$ cat src/rtl/dline_walk_pkg.sv
package dline_walk_pkg;

    typedef enum logic [1:0] {
        PH_IDLE  = 2'd0,
        PH_WRITE = 2'd1,
        PH_READ  = 2'd2,
        PH_CHECK = 2'd3
    } walk_phase_e;

endpackage

$ cat src/rtl/dline_walk_pattern.sv
module dline_walk_pattern #(
    parameter int DATA_W = 8,
    localparam int IDX_W = (DATA_W > 1) ? $clog2(DATA_W) : 1
) (
    input  logic [IDX_W-1:0]  idx_i,
    output logic [DATA_W-1:0] word_o
);

    // One comparator per lane: lane g is high only when the step index equals g.
    for (genvar g = 0; g < DATA_W; g++) begin : g_lane
        assign word_o[g] = (idx_i == IDX_W'(g));
    end

endmodule

$ cat src/rtl/dline_walk_seq.sv
module dline_walk_seq
    import dline_walk_pkg::*;
#(
    parameter int DATA_W = 8,
    parameter int ADDR_W = 10,
    localparam int IDX_W = (DATA_W > 1) ? $clog2(DATA_W) : 1,
    localparam logic [IDX_W-1:0] LAST_IDX = IDX_W'(DATA_W - 1)
) (
    input  logic              clk,
    input  logic              rst_n,
    input  logic              start_i,
    input  logic [ADDR_W-1:0] addr_i,
    input  logic              mismatch_i,
    output logic              launch_o,
    output logic              we_o,
    output logic              re_o,
    output logic              check_o,
    output logic              last_o,
    output logic              busy_o,
    output logic [ADDR_W-1:0] addr_o,
    output logic [IDX_W-1:0]  idx_o
);

    typedef struct packed {
        walk_phase_e       phase;
        logic [IDX_W-1:0]  idx;
        logic [ADDR_W-1:0] addr;
    } seq_state_t;

    seq_state_t st_d, st_q;

    always_comb begin
        st_d     = st_q;
        launch_o = 1'b0;
        case (st_q.phase)
            PH_IDLE: begin
                if (start_i) begin
                    launch_o   = 1'b1;
                    st_d.phase = PH_WRITE;
                    st_d.idx   = '0;
                    st_d.addr  = addr_i;
                end
            end
            PH_WRITE: st_d.phase = PH_READ;
            PH_READ:  st_d.phase = PH_CHECK;
            PH_CHECK: begin
                if (mismatch_i || (st_q.idx == LAST_IDX)) begin
                    st_d.phase = PH_IDLE;
                end else begin
                    st_d.phase = PH_WRITE;
                    st_d.idx   = st_q.idx + 1'b1;
                end
            end
            default: st_d.phase = PH_IDLE;
        endcase
    end

    always_ff @(posedge clk or negedge rst_n) begin
        if (!rst_n) begin
            st_q <= '{phase: PH_IDLE, idx: '0, addr: '0};
        end else begin
            st_q <= st_d;
        end
    end

    assign we_o    = (st_q.phase == PH_WRITE);
    assign re_o    = (st_q.phase == PH_READ);
    assign check_o = (st_q.phase == PH_CHECK);
    assign last_o  = (st_q.idx == LAST_IDX);
    assign busy_o  = (st_q.phase != PH_IDLE);
    assign addr_o  = st_q.addr;
    assign idx_o   = st_q.idx;


    wr_then_rd_chk: assert property (@(posedge clk) disable iff (!rst_n)
        we_o |=> re_o && (addr_o == $past(addr_o)));


    start_ignored_chk: assert property (@(posedge clk) disable iff (!rst_n)
        (we_o || re_o) && start_i |=> busy_o && $stable(idx_o) && $stable(addr_o));

endmodule

$ cat src/rtl/dline_walk_result.sv
module dline_walk_result #(
    parameter int DATA_W = 8
) (
    input  logic              clk,
    input  logic              rst_n,
    input  logic              clear_i,
    input  logic              check_i,
    input  logic              last_i,
    input  logic [DATA_W-1:0] exp_i,
    input  logic [DATA_W-1:0] got_i,
    output logic              mismatch_o,
    output logic              done_o,
    output logic              pass_o,
    output logic              fail_o,
    output logic [DATA_W-1:0] exp_o,
    output logic [DATA_W-1:0] got_o
);

    typedef struct packed {
        logic              done;
        logic              pass;
        logic              fail;
        logic [DATA_W-1:0] exp_w;
        logic [DATA_W-1:0] got_w;
    } res_state_t;

    res_state_t st_d, st_q;

    assign mismatch_o = check_i && (exp_i != got_i);

    always_comb begin
        st_d = st_q;
        if (clear_i) begin
            st_d = '0;
        end else if (mismatch_o) begin
            st_d.done  = 1'b1;
            st_d.fail  = 1'b1;
            st_d.exp_w = exp_i;
            st_d.got_w = got_i;
        end else if (check_i && last_i) begin
            st_d.done = 1'b1;
            st_d.pass = 1'b1;
        end
    end

    always_ff @(posedge clk or negedge rst_n) begin
        if (!rst_n) begin
            st_q <= '0;
        end else begin
            st_q <= st_d;
        end
    end

    assign done_o = st_q.done;
    assign pass_o = st_q.pass;
    assign fail_o = st_q.fail;
    assign exp_o  = st_q.exp_w;
    assign got_o  = st_q.got_w;


    verdict_excl_chk: assert property (@(posedge clk) disable iff (!rst_n)
        !(pass_o && fail_o) && (done_o || (!pass_o && !fail_o)));


    verdict_hold_chk: assert property (@(posedge clk) disable iff (!rst_n)
        done_o && !clear_i |=> done_o && $stable(pass_o) && $stable(fail_o)
                               && $stable(exp_o) && $stable(got_o));

endmodule

$ cat src/rtl/dline_walk_bist.sv
module dline_walk_bist #(
    parameter int DATA_W = 8,
    parameter int ADDR_W = 10,
    localparam int IDX_W = (DATA_W > 1) ? $clog2(DATA_W) : 1
) (
    input  logic              clk,
    input  logic              rst_n,
    input  logic              start_i,
    input  logic [ADDR_W-1:0] test_addr_i,
    output logic              mem_we_o,
    output logic              mem_re_o,
    output logic [ADDR_W-1:0] mem_addr_o,
    output logic [DATA_W-1:0] mem_wdata_o,
    input  logic [DATA_W-1:0] mem_rdata_i,
    output logic              busy_o,
    output logic              done_o,
    output logic              pass_o,
    output logic              fail_o,
    output logic [DATA_W-1:0] exp_word_o,
    output logic [DATA_W-1:0] got_word_o
);

    logic             launch;
    logic             check;
    logic             last;
    logic             mismatch;
    logic [IDX_W-1:0] idx;
    logic [DATA_W-1:0] pattern;

    dline_walk_seq #(.DATA_W(DATA_W), .ADDR_W(ADDR_W)) u_seq (
        .clk       (clk),
        .rst_n     (rst_n),
        .start_i   (start_i),
        .addr_i    (test_addr_i),
        .mismatch_i(mismatch),
        .launch_o  (launch),
        .we_o      (mem_we_o),
        .re_o      (mem_re_o),
        .check_o   (check),
        .last_o    (last),
        .busy_o    (busy_o),
        .addr_o    (mem_addr_o),
        .idx_o     (idx)
    );

    dline_walk_pattern #(.DATA_W(DATA_W)) u_pat (
        .idx_i (idx),
        .word_o(pattern)
    );

    dline_walk_result #(.DATA_W(DATA_W)) u_res (
        .clk       (clk),
        .rst_n     (rst_n),
        .clear_i   (launch),
        .check_i   (check),
        .last_i    (last),
        .exp_i     (pattern),
        .got_i     (mem_rdata_i),
        .mismatch_o(mismatch),
        .done_o    (done_o),
        .pass_o    (pass_o),
        .fail_o    (fail_o),
        .exp_o     (exp_word_o),
        .got_o     (got_word_o)
    );

    assign mem_wdata_o = pattern;


    onehot_wr_chk: assert property (@(posedge clk) disable iff (!rst_n)
        mem_we_o |-> $onehot(mem_wdata_o));


    halt_on_fail_chk: assert property (@(posedge clk) disable iff (!rst_n)
        fail_o |-> !mem_we_o && !mem_re_o);


    launch_clear_chk: assert property (@(posedge clk) disable iff (!rst_n)
        start_i && !busy_o |=> busy_o && !done_o && !pass_o && !fail_o);

endmodule

$ cat config.mk
export PLATFORM = sky130hd
export DESIGN_NAME = dline_walk_bist
export DESIGN_NICKNAME = d
export VERILOG_FILES = /design/src/rtl/dline_walk_pkg.sv /design/src/rtl/dline_walk_pattern.sv /design/src/rtl/dline_walk_seq.sv /design/src/rtl/dline_walk_result.sv /design/src/rtl/dline_walk_bist.sv
export SDC_FILE = /design/constraint.sdc
export NUM_CORES = 1
export LEC_CHECK = 0
export BUFFER_PORTS_ARGS = -buffer_cell sky130_fd_sc_hd__buf_4
export CAP_MARGIN = 10
export CORE_MARGIN = 10
export CORE_UTILIZATION = 35
export CTS_BUF_LIST = sky130_fd_sc_hd__clkbuf_16
export DETAILED_ROUTE_END_ITERATION = 8
export PLACE_DENSITY = 0.66
export RECOVER_POWER = 50
export SYNTH_ARGS = -nofsm -noshare
export SYNTH_HDL_FRONTEND = slang
export SYNTH_SLANG_ARGS = --single-unit
$ cat constraint.sdc
create_clock -name clk -period 6 [get_ports clk]
set_clock_uncertainty 0.15 [all_clocks]
set_input_delay 0.6 -clock clk [delete_from_list [all_inputs] [get_ports clk]]
set_output_delay 0.6 -clock clk [all_outputs]
set_load 0.05 [all_outputs]
# Word-level counts from Yosys, hierarchy flattened

Index checks and enable logic that the tools add are counted.

Output and inout port bits: 40
Register bits after elaboration: 34
Word-level logic and storage cells: 48

Reduce and logical (&&, ||, !) cells: 13
Add/subtract/negate cells: 1
Eq/ne operators: 14
Mux-type cells: 12

Operators by type and width:

| cell                | number |
|---|---|
| $mux 19             | 1 |
| $mux 17             | 1 |
| $mux 15             | 1 |
| $eq 3x3->1 const B  | 4 |
| $ne 8x8->1          | 1 |
| $pmux 2 s4          | 1 |
| $reduce_bool 2->1   | 4 |
| $eq 3x2->1 const B  | 2 |
| $ne 2x2->1 const B  | 3 |
| $pmux 3 s2          | 1 |
| $mux 1              | 5 |
| $eq 2x2->1 const B  | 2 |
| $reduce_and 2->1    | 2 |
| $add 3x1->3 const B | 1 |
| $eq 3x1->1 const B  | 1 |
| $logic_not 3->1     | 1 |
| $mux 3              | 1 |
| $reduce_and 3->1    | 1 |
| $reduce_bool 3->1   | 1 |
| $eq 2x1->1 const B  | 1 |
| $logic_and 1x1->1   | 2 |
| $logic_not 2->1     | 1 |
| $mux 2              | 1 |
| $logic_or 1x1->1    | 1 |

# Logic depth before layout (Yosys ltp)

Gate-level depths: netlist of run 1.

Depth in word-level cells: 6
Mapped depth: 10
Depth with buffers taken out: 7

# Modules after synthesis

A second synthesis of run 1 with hierarchy kept.

Cells, all modules: 164
Area total of the unflattened synthesis: 1911.8 um2

Modules (own cells, without submodules):

| module             | area an instance (um2) | times used | seq. area each (um2) | cells an instance |
|---|---|---|---|---|
| dline_walk_result  | 993.5                  | 1          | 475.5                | 89 |
| dline_walk_seq     | 853.3                  | 1          | 375.4                | 67 |
| dline_walk_pattern | 65.1                   | 1          | 0.0                  | 8 |

# Worst setup path before layout of run 1

No wires, ideal clock.

Path type: flip-flop to flip-flop
Start point: register u_seq.st_q (netlist bit u_seq.idx_o[2])
End point: register u_seq.st_q (netlist bit u_seq.idx_o[2])
Setup time: 0.131 ns
Slack: 3.354 ns
Stages on the path, launching flop included: 10
Period minus slack after synthesis: 2.646 ns
Arrival time: 2.365 ns
Buffers on the path: 2
Cell sequence: dfrtp_1 -> buf_6 -> inv_1 -> ha_1 -> xnor2_1 -> nand2_1 -> or2_1 -> clkbuf_1 -> o311a_1 -> or3_1

Longest elaborated chain between the ends: 6

RTL lines:

| element                    | RTL line                 | text |
|---|---|---|
| start, declared            | dline_walk_seq.sv:30     | `seq_state_t st_d, st_q;` |
| start signal, assigned     | dline_walk_seq.sv:60     | `st_q <= '{phase: PH_IDLE, idx: '0, addr: '0};` |
| start signal, assigned     | dline_walk_seq.sv:62     | `st_q <= st_d;` |
| $eq 3x2->1                 | dline_walk_pattern.sv:11 | `assign word_o[g] = (idx_i == IDX_W'(g));` |
| net mem_wdata_o[3]         | dline_walk_bist.sv:13    | `output logic [DATA_W-1:0] mem_wdata_o,` |
| $ne 8x8->1                 | dline_walk_result.sv:29  | `assign mismatch_o = check_i && (exp_i != got_i);` |
| $logic_and 1x1->1          | dline_walk_result.sv:29  |  |
| $logic_or 1x1->1           | dline_walk_seq.sv:47     | `if (mismatch_i \|\| (st_q.idx == LAST_IDX)) begin` |
| $ne 2x2->1 (no line)       | n/a                      |  |
| $reduce_and 3->1 (no line) | n/a                      |  |

The timed path passes the listed nets, and every way through them passes these cells. The select of a mux whose other input is x is not followed.
A chain may end at the register's enable or synchronous reset.

# Worst setup path in the final report of run 1

Start point: register u_seq.st_q (netlist bit u_seq.idx_o[2])
End point: register u_seq.st_q (netlist bit u_seq.idx_o[2])

Longest elaborated chain between the ends: 6

RTL lines:

| element                            | RTL line |
|---|---|
| $eq 3x1->1 (tied with other cells) | dline_walk_pattern.sv:11 |
| $ne 8x8->1                         | dline_walk_result.sv:29 |
| $logic_and 1x1->1                  | dline_walk_result.sv:29 |
| $logic_or 1x1->1                   | dline_walk_seq.sv:47 |
| $ne 2x2->1 (no line)               | n/a |
| $reduce_and 3->1 (no line)         | n/a |

Parallel ways exist; a longest one is shown, timed or not. The select of a mux whose other input is x is not followed.

==> results of run 1 <==
==> routing by layer <==
| layer | global-route usage [%] | wire, um | vias up |
|---|---|---|---|
| li1 | - | - | 862 |
| met2 | 17.71 | 2271 | 46 |
| met5 | 0 | 0 | - |
| met3 | 5.292 | 499 | 6 |
| met1 | 14.27 | 2382 | 795 |
| met4 | 3.317 | 56 | 0 |
==> stage by stage <==
stage	instance area [um2]	worst slack, ns	std cells	utilization, %
global placement	2401	3.197	332	43.34
finish	2479	3.096	341	44.74
global route	2479	2.855	341	44.74
detailed placement	2401	3.120	332	43.34
CTS	2542	3.113	340	45.89
floorplan	2021	3.354	228	-
==> tightest hold or removal path: stages, from the launching register on <==
cell	delay, ns
dfrtp_1	0.34
nand2_1	0.05
nand2_1	0.05
==> sequential cells by signal, indices dropped and copies added, names as in the netlist <==
register	count
u_seq.addr_o	10
u_res.pass_o	1
u_res.exp_o	8
u_res.got_o	8
u_res.fail_o	1
u_seq.idx_o	3
u_seq.st_q	2
u_res.done_o	1
==> power breakdown <==
| group | internal (mW) | switching, mW |
|---|---|---|
| logic | 0.163 | 0.482 |
| registers | 0.297 | 0.0484 |
| clock network | 0.151 | 0.0975 |
| total | 0.611 | 0.628 |
==> cell usage after synthesis (all sizes together) <==
master  instances
nor2            8
xnor2           4
a21oi          19
xor2            1
a31oi           2
o211ai         16
o31ai           1
o41a            1
or2             1
nand2b          2
and4bb          1
and2            4
dfrtp          34
nor4            3
o22a            1
o31a            2
nor4b           2
nor3            2
ha             11
o21ai           6
a22oi           1
clkbuf         12
buf            16
a22o            1
or3             1
nand2          36
a211oi          2
nor2b           3
a311o           1
a32oi           2
nand4b          1
and2b           1
nand3          18
inv            10
o21a            1
o311a           1
==> cell type report <==
cell class / instances / area (um2) / area share (%)
multi-input cells: 156 / 972.2 / 39.22
flip-flops and latches: 34 / 850.8 / 34.33
repair buffers: 61 / 386.6 / 15.60
clock buffers: 5 / 125.1 / 5.048
well taps: 72 / 90.09 / 3.635
inverters: 10 / 37.54 / 1.514
clock inverters: 3 / 16.27 / 0.6562
==> kinds of logic after synthesis <==
logic type | after synthesis | share of synthesized area (%)
flops | 34 | 42.11
buf+inv | 38 | 9.783
simple gates | 83 | 20.00
xor+xnor | 5 | 2.167
fa+ha+maj | 11 | 6.811
compound gates | 57 | 19.13
==> path summary, 6_finish.rpt <==
path | end | depth (start not counted)
worst max-delay path | u_seq.idx_o[2] | 7
max in group asynchronous | u_res.done_o | 1
min in group asynchronous | u_res.exp_o[7] | 1
worst max register to register | u_seq.idx_o[2] | 7
worst min-delay path | u_seq.addr_o[0] | 2
worst min register to register | u_seq.addr_o[0] | 2
==> metrics, run 1 <==
status=finished with violations; failing checks=capacitance limit, slew limit; Worst path max stage delay=0.62 ns; Warnings, synthesis=0; antenna viol nets, final=0; Total Wirelength=5209 um; Post-Syn Nets=260; Ports=61; unrepaired setup endpoints after global routing=no; syn_area_per_cell=8.863 um2; die extent in y=95.98 um; First-pass DRT Iterations=4; Final Net Count=300; area delta synth->final=22.66%; Tmin final=2.904 ns; hold slack=roughly 0.32 ns; Synth cell types=42; Max Clk Rate=between 0.3 and 0.4 GHz; layout cells sized above 1=a little under a fifth; clock sink count=34; cell taking the most area after synthesis=dfrtp_1; setup violators final=0; commonest cells after routing, fill and taps aside=buf_4, nand2_1, dfrtp_1; Post-CTS Setup Inserts=0; Die ar.=9212 um2; max-cap violations=1; H-tree depth reported by CTS=2; min-delay worst type=reg2reg; Filler cells=569; reg-to-reg critical path startpoint=u_seq.idx_o[2]; IO Port Bufs=60; crit path cell chain=inv_1 > ha_1 > xnor2_1 > nand2_1 > or2_1 > o311a_1 > or3_1; DIE WIDTH=approximately 96 um; residual DRC count=0; Tightest Pin Transition=approximately 1.8 ns; largest net degree at the start of global routing=35; Num CTS Buffers=5; WP buf/inv=1; DP HPWL=3834 um; CTS root buf=clkbuf_16; Power Density=499.9 nW/um2; CTS tree=built; CP Max Fanout=25; setup TNS=0 ns; Slew headroom=-21.23%; crit path DAT=2.91 ns; gpl congestion=0.7526; leading post-synthesis cells by cell area=dfrtp_1, ha_1, nand2_1, o211ai_1, a21oi_1; vias in the first global route=1,731; total gr overflow=0; CP Data Required Time=around 6.0 ns; min-delay src=u_seq.addr_o[0]; Pwr Total=1.239 mW; VDD IR max=0.2637 mV; clock buffer depth=2; cell area after synthesis=2021 um2; Mapped Cells=228; Post-CTS Resized=0; slowest CP cell=dfrtp_1; Crit. Startpoint=u_seq.idx_o[2]; DR vias/cell=5.012; Top Family by Delay on Critical Path=simple AND/OR/NAND/NOR gates; final worst-path cycle share=between 40% and 50%; Initial Util=a little over a third; Synth Register Bits=34; top-area cell type share of the netlist area=42.11%; Final Max Slew Viols=35; ant diodes=0; Worst-Skew Late Latency=roughly 0.28 ns; critical path capture point type=register; r2r setup slk=3.10 ns; initial drt markers=34; post-synthesis sequential area ratio=42.11%; initial antenna violation count=0; global-route wire length before repair=around 8600 um; hold_buf cts=0; core area=5540 um2; Crit Path Class=reg2reg; CP Launch Type=register; P_leak=~1.1 nW; commonest non-fill, non-tap cell in the layout=buf_4; via count=1,709; final hold vios=0; GR Util All Layers=11.56%; per-cell routed wire length=15.28 um; Site Rows=27; Clk pin slew, worst setup/hold paths=0.06 ns
Power figures use the tool's default switching activity.
==> run 2, diff against run 1 <==
==> constraint.sdc (replaced) <==
create_clock -name clk -period 2.8 [get_ports clk]
set_clock_uncertainty 0.15 [all_clocks]
set_input_delay 0.28 -clock clk [delete_from_list [all_inputs] [get_ports clk]]
set_output_delay 0.28 -clock clk [all_outputs]
set_load 0.05 [all_outputs]
==> metrics, run 2 (synthesis gave the netlist of run 1 again) <==
status=finished with violations (unchanged); failing checks=capacitance limit, slew limit (unchanged); reg-to-reg critical path startpoint=u_seq.idx_o[0] (was u_seq.idx_o[2]); Ports=61 (unchanged); initial drt markers=81 (was 34); crit path DAT=2.53 ns (was 2.91 ns); initial antenna violation count=0 (unchanged); hold slack=0.03699 ns (was 0.3215 ns); Post-CTS Setup Inserts=0 (unchanged); P_leak=1.145 nW (was 1.113 nW); depth of the worst register-to-register path=7 (unchanged); First-pass DRT Iterations=4 (unchanged); hold depth=3 (was 2); Initial Util=36.47% (unchanged); CP Data Required Time=2.81 ns (was 6.01 ns); fin area=2534 um2 (was 2479 um2); min-delay worst type=in2reg (was reg2reg); setup TNS=0 ns (unchanged); gpl congestion=0.8599 (was 0.7526); commonest non-fill, non-tap cell in the layout=buf_4 (unchanged); Finished Layout Cells=349 (was 341); Total Wirelength=5424 um (was 5209 um); largest net degree at the start of global routing=35 (unchanged); Tightest Pin Transition=1.827 ns (was 1.818 ns); Pwr Total=2.693 mW (was 1.239 mW); layout cells sized above 1=20.58% (was 18.96%); vias in the first global route=1,844 (was 1,731); critical path capture point type=register (unchanged); Final Max Slew Viols=35 (unchanged); max reg flops=10 (unchanged); Die ar.=9212 um2 (unchanged); clock sink count=34 (unchanged); die extent in y=95.98 um (unchanged); unrepaired setup endpoints after global routing=no (unchanged); CP Launch Type=register (unchanged); clock buffer depth=2 (unchanged); min-delay src=test_addr_i[8] (was u_seq.addr_o[0]); per-cell routed wire length=15.54 um (was 15.28 um); CTS tree=built (unchanged); Site Rows=27 (unchanged); H-tree depth reported by CTS=2 (unchanged); GR Util All Layers=11.88% (was 11.56%); DP HPWL=4046 um (was 3834 um); Clk pin slew, worst setup/hold paths=0.05 ns (was 0.06 ns); Tmin final=2.522 ns (was 2.904 ns); final worst-path cycle share=90.08% (was 48.40%); final hold vios=0 (unchanged); max-cap violations=1 (unchanged); global-route wire length before repair=8963 um (was 8597 um); area delta synth->final=25.39% (was 22.66%); Num CTS Buffers=5 (unchanged); VDD IR max=0.5408 mV (was 0.2637 mV); DR vias/cell=5.006 (was 5.012); residual DRC count=0 (unchanged); commonest cells after routing, fill and taps aside=buf_4, nand2_1, dfrtp_1 (unchanged); CP Max Fanout=8 (was 25); Worst-Skew Late Latency=0.28 ns (about the same); Slew headroom=-21.83% (was -21.23%); Post-CTS Resized=0 (unchanged); setup violators final=0 (unchanged); antenna viol nets, final=0 (unchanged); Final Net Count=308 (was 300); core area=5540 um2 (unchanged); Power Density=1063 nW/um2 (was 499.9 nW/um2); via count=1,747 (was 1,709); placed insts=340 (was 332); DIE WIDTH=95.98 um (unchanged); total gr overflow=0 (unchanged); ant diodes=0 (unchanged); hold_buf cts=1 (was 0); DP Area=2461 um2 (was 2401 um2); CTS root buf=clkbuf_16 (unchanged); Crit. Startpoint=u_seq.idx_o[0] (was u_seq.idx_o[2]); IO Port Bufs=60 (unchanged); Max Clk Rate=0.3965 GHz (was 0.3444 GHz); Crit Path Class=reg2reg (unchanged)
## run 2: changes by cell type in the layout (fill, tap and decap cells not counted), sizes merged
cell,change
buf,+6
clkbuf,+1
dlygate4sd3,+1
## run 2: cell type report
cell class / count / area [um2]
Fill cell: 575 / 3007
Multi-Input combinational cell: 156 / 972.2
Tap cell: 72 / 90.09
Clock buffer: 5 / 125.1
Sequential cell: 34 / 850.8
Timing Repair Buffer: 69 / 441.7
Inverter: 10 / 37.54
Clock inverter: 3 / 16.27
## run 2: report_power, final
part,internal (mW),switching (mW)
Clock,0.324,0.200
Sequential,0.636,0.0818
Combinational,0.377,1.07
## run 2: final timing paths
path / to / slack [ns]
max: u_seq.idx_o[2] / 0.28
min: u_seq.addr_o[8] / 0.04
max reg2reg: u_seq.idx_o[2] / 0.28
min reg2reg: u_seq.addr_o[5] / 0.33
max in group asynchronous: u_res.got_o[6] / 0.55
min in group asynchronous: u_res.got_o[0] / 0.90
## run 2: critical path, stage by stage (launching register included)
cell and delay (ns):
dfrtp_1 0.42, inv_1 0.10, ha_1 0.27, nor4b_1 0.31
a32oi_1 0.13, a22o_1 0.30, o311a_1 0.35, or3_1 0.36
## run 2: per-layer routing
layer | share of wire [%] | up-vias | track usage (%)
li1 | - | 880 | -
met1 | 47 | 810 | 14.91
met2 | 44 | 51 | 19.11
met3 | 8.5 | 6 | 4.125
met4 | 0.81 | 0 | 2.826
met5 | 0 | - | 0
## run 2: through the flow
stage          setup slack [ns]  utilization [%]
3_3_place_gp             0.3538            44.42
2_1_floorplan            0.1537                -
5_1_grt                 0.09387            45.73
3_5_place_dp             0.2822            44.42
4_1_cts                  0.2576            47.15
6_report                 0.2778            45.73
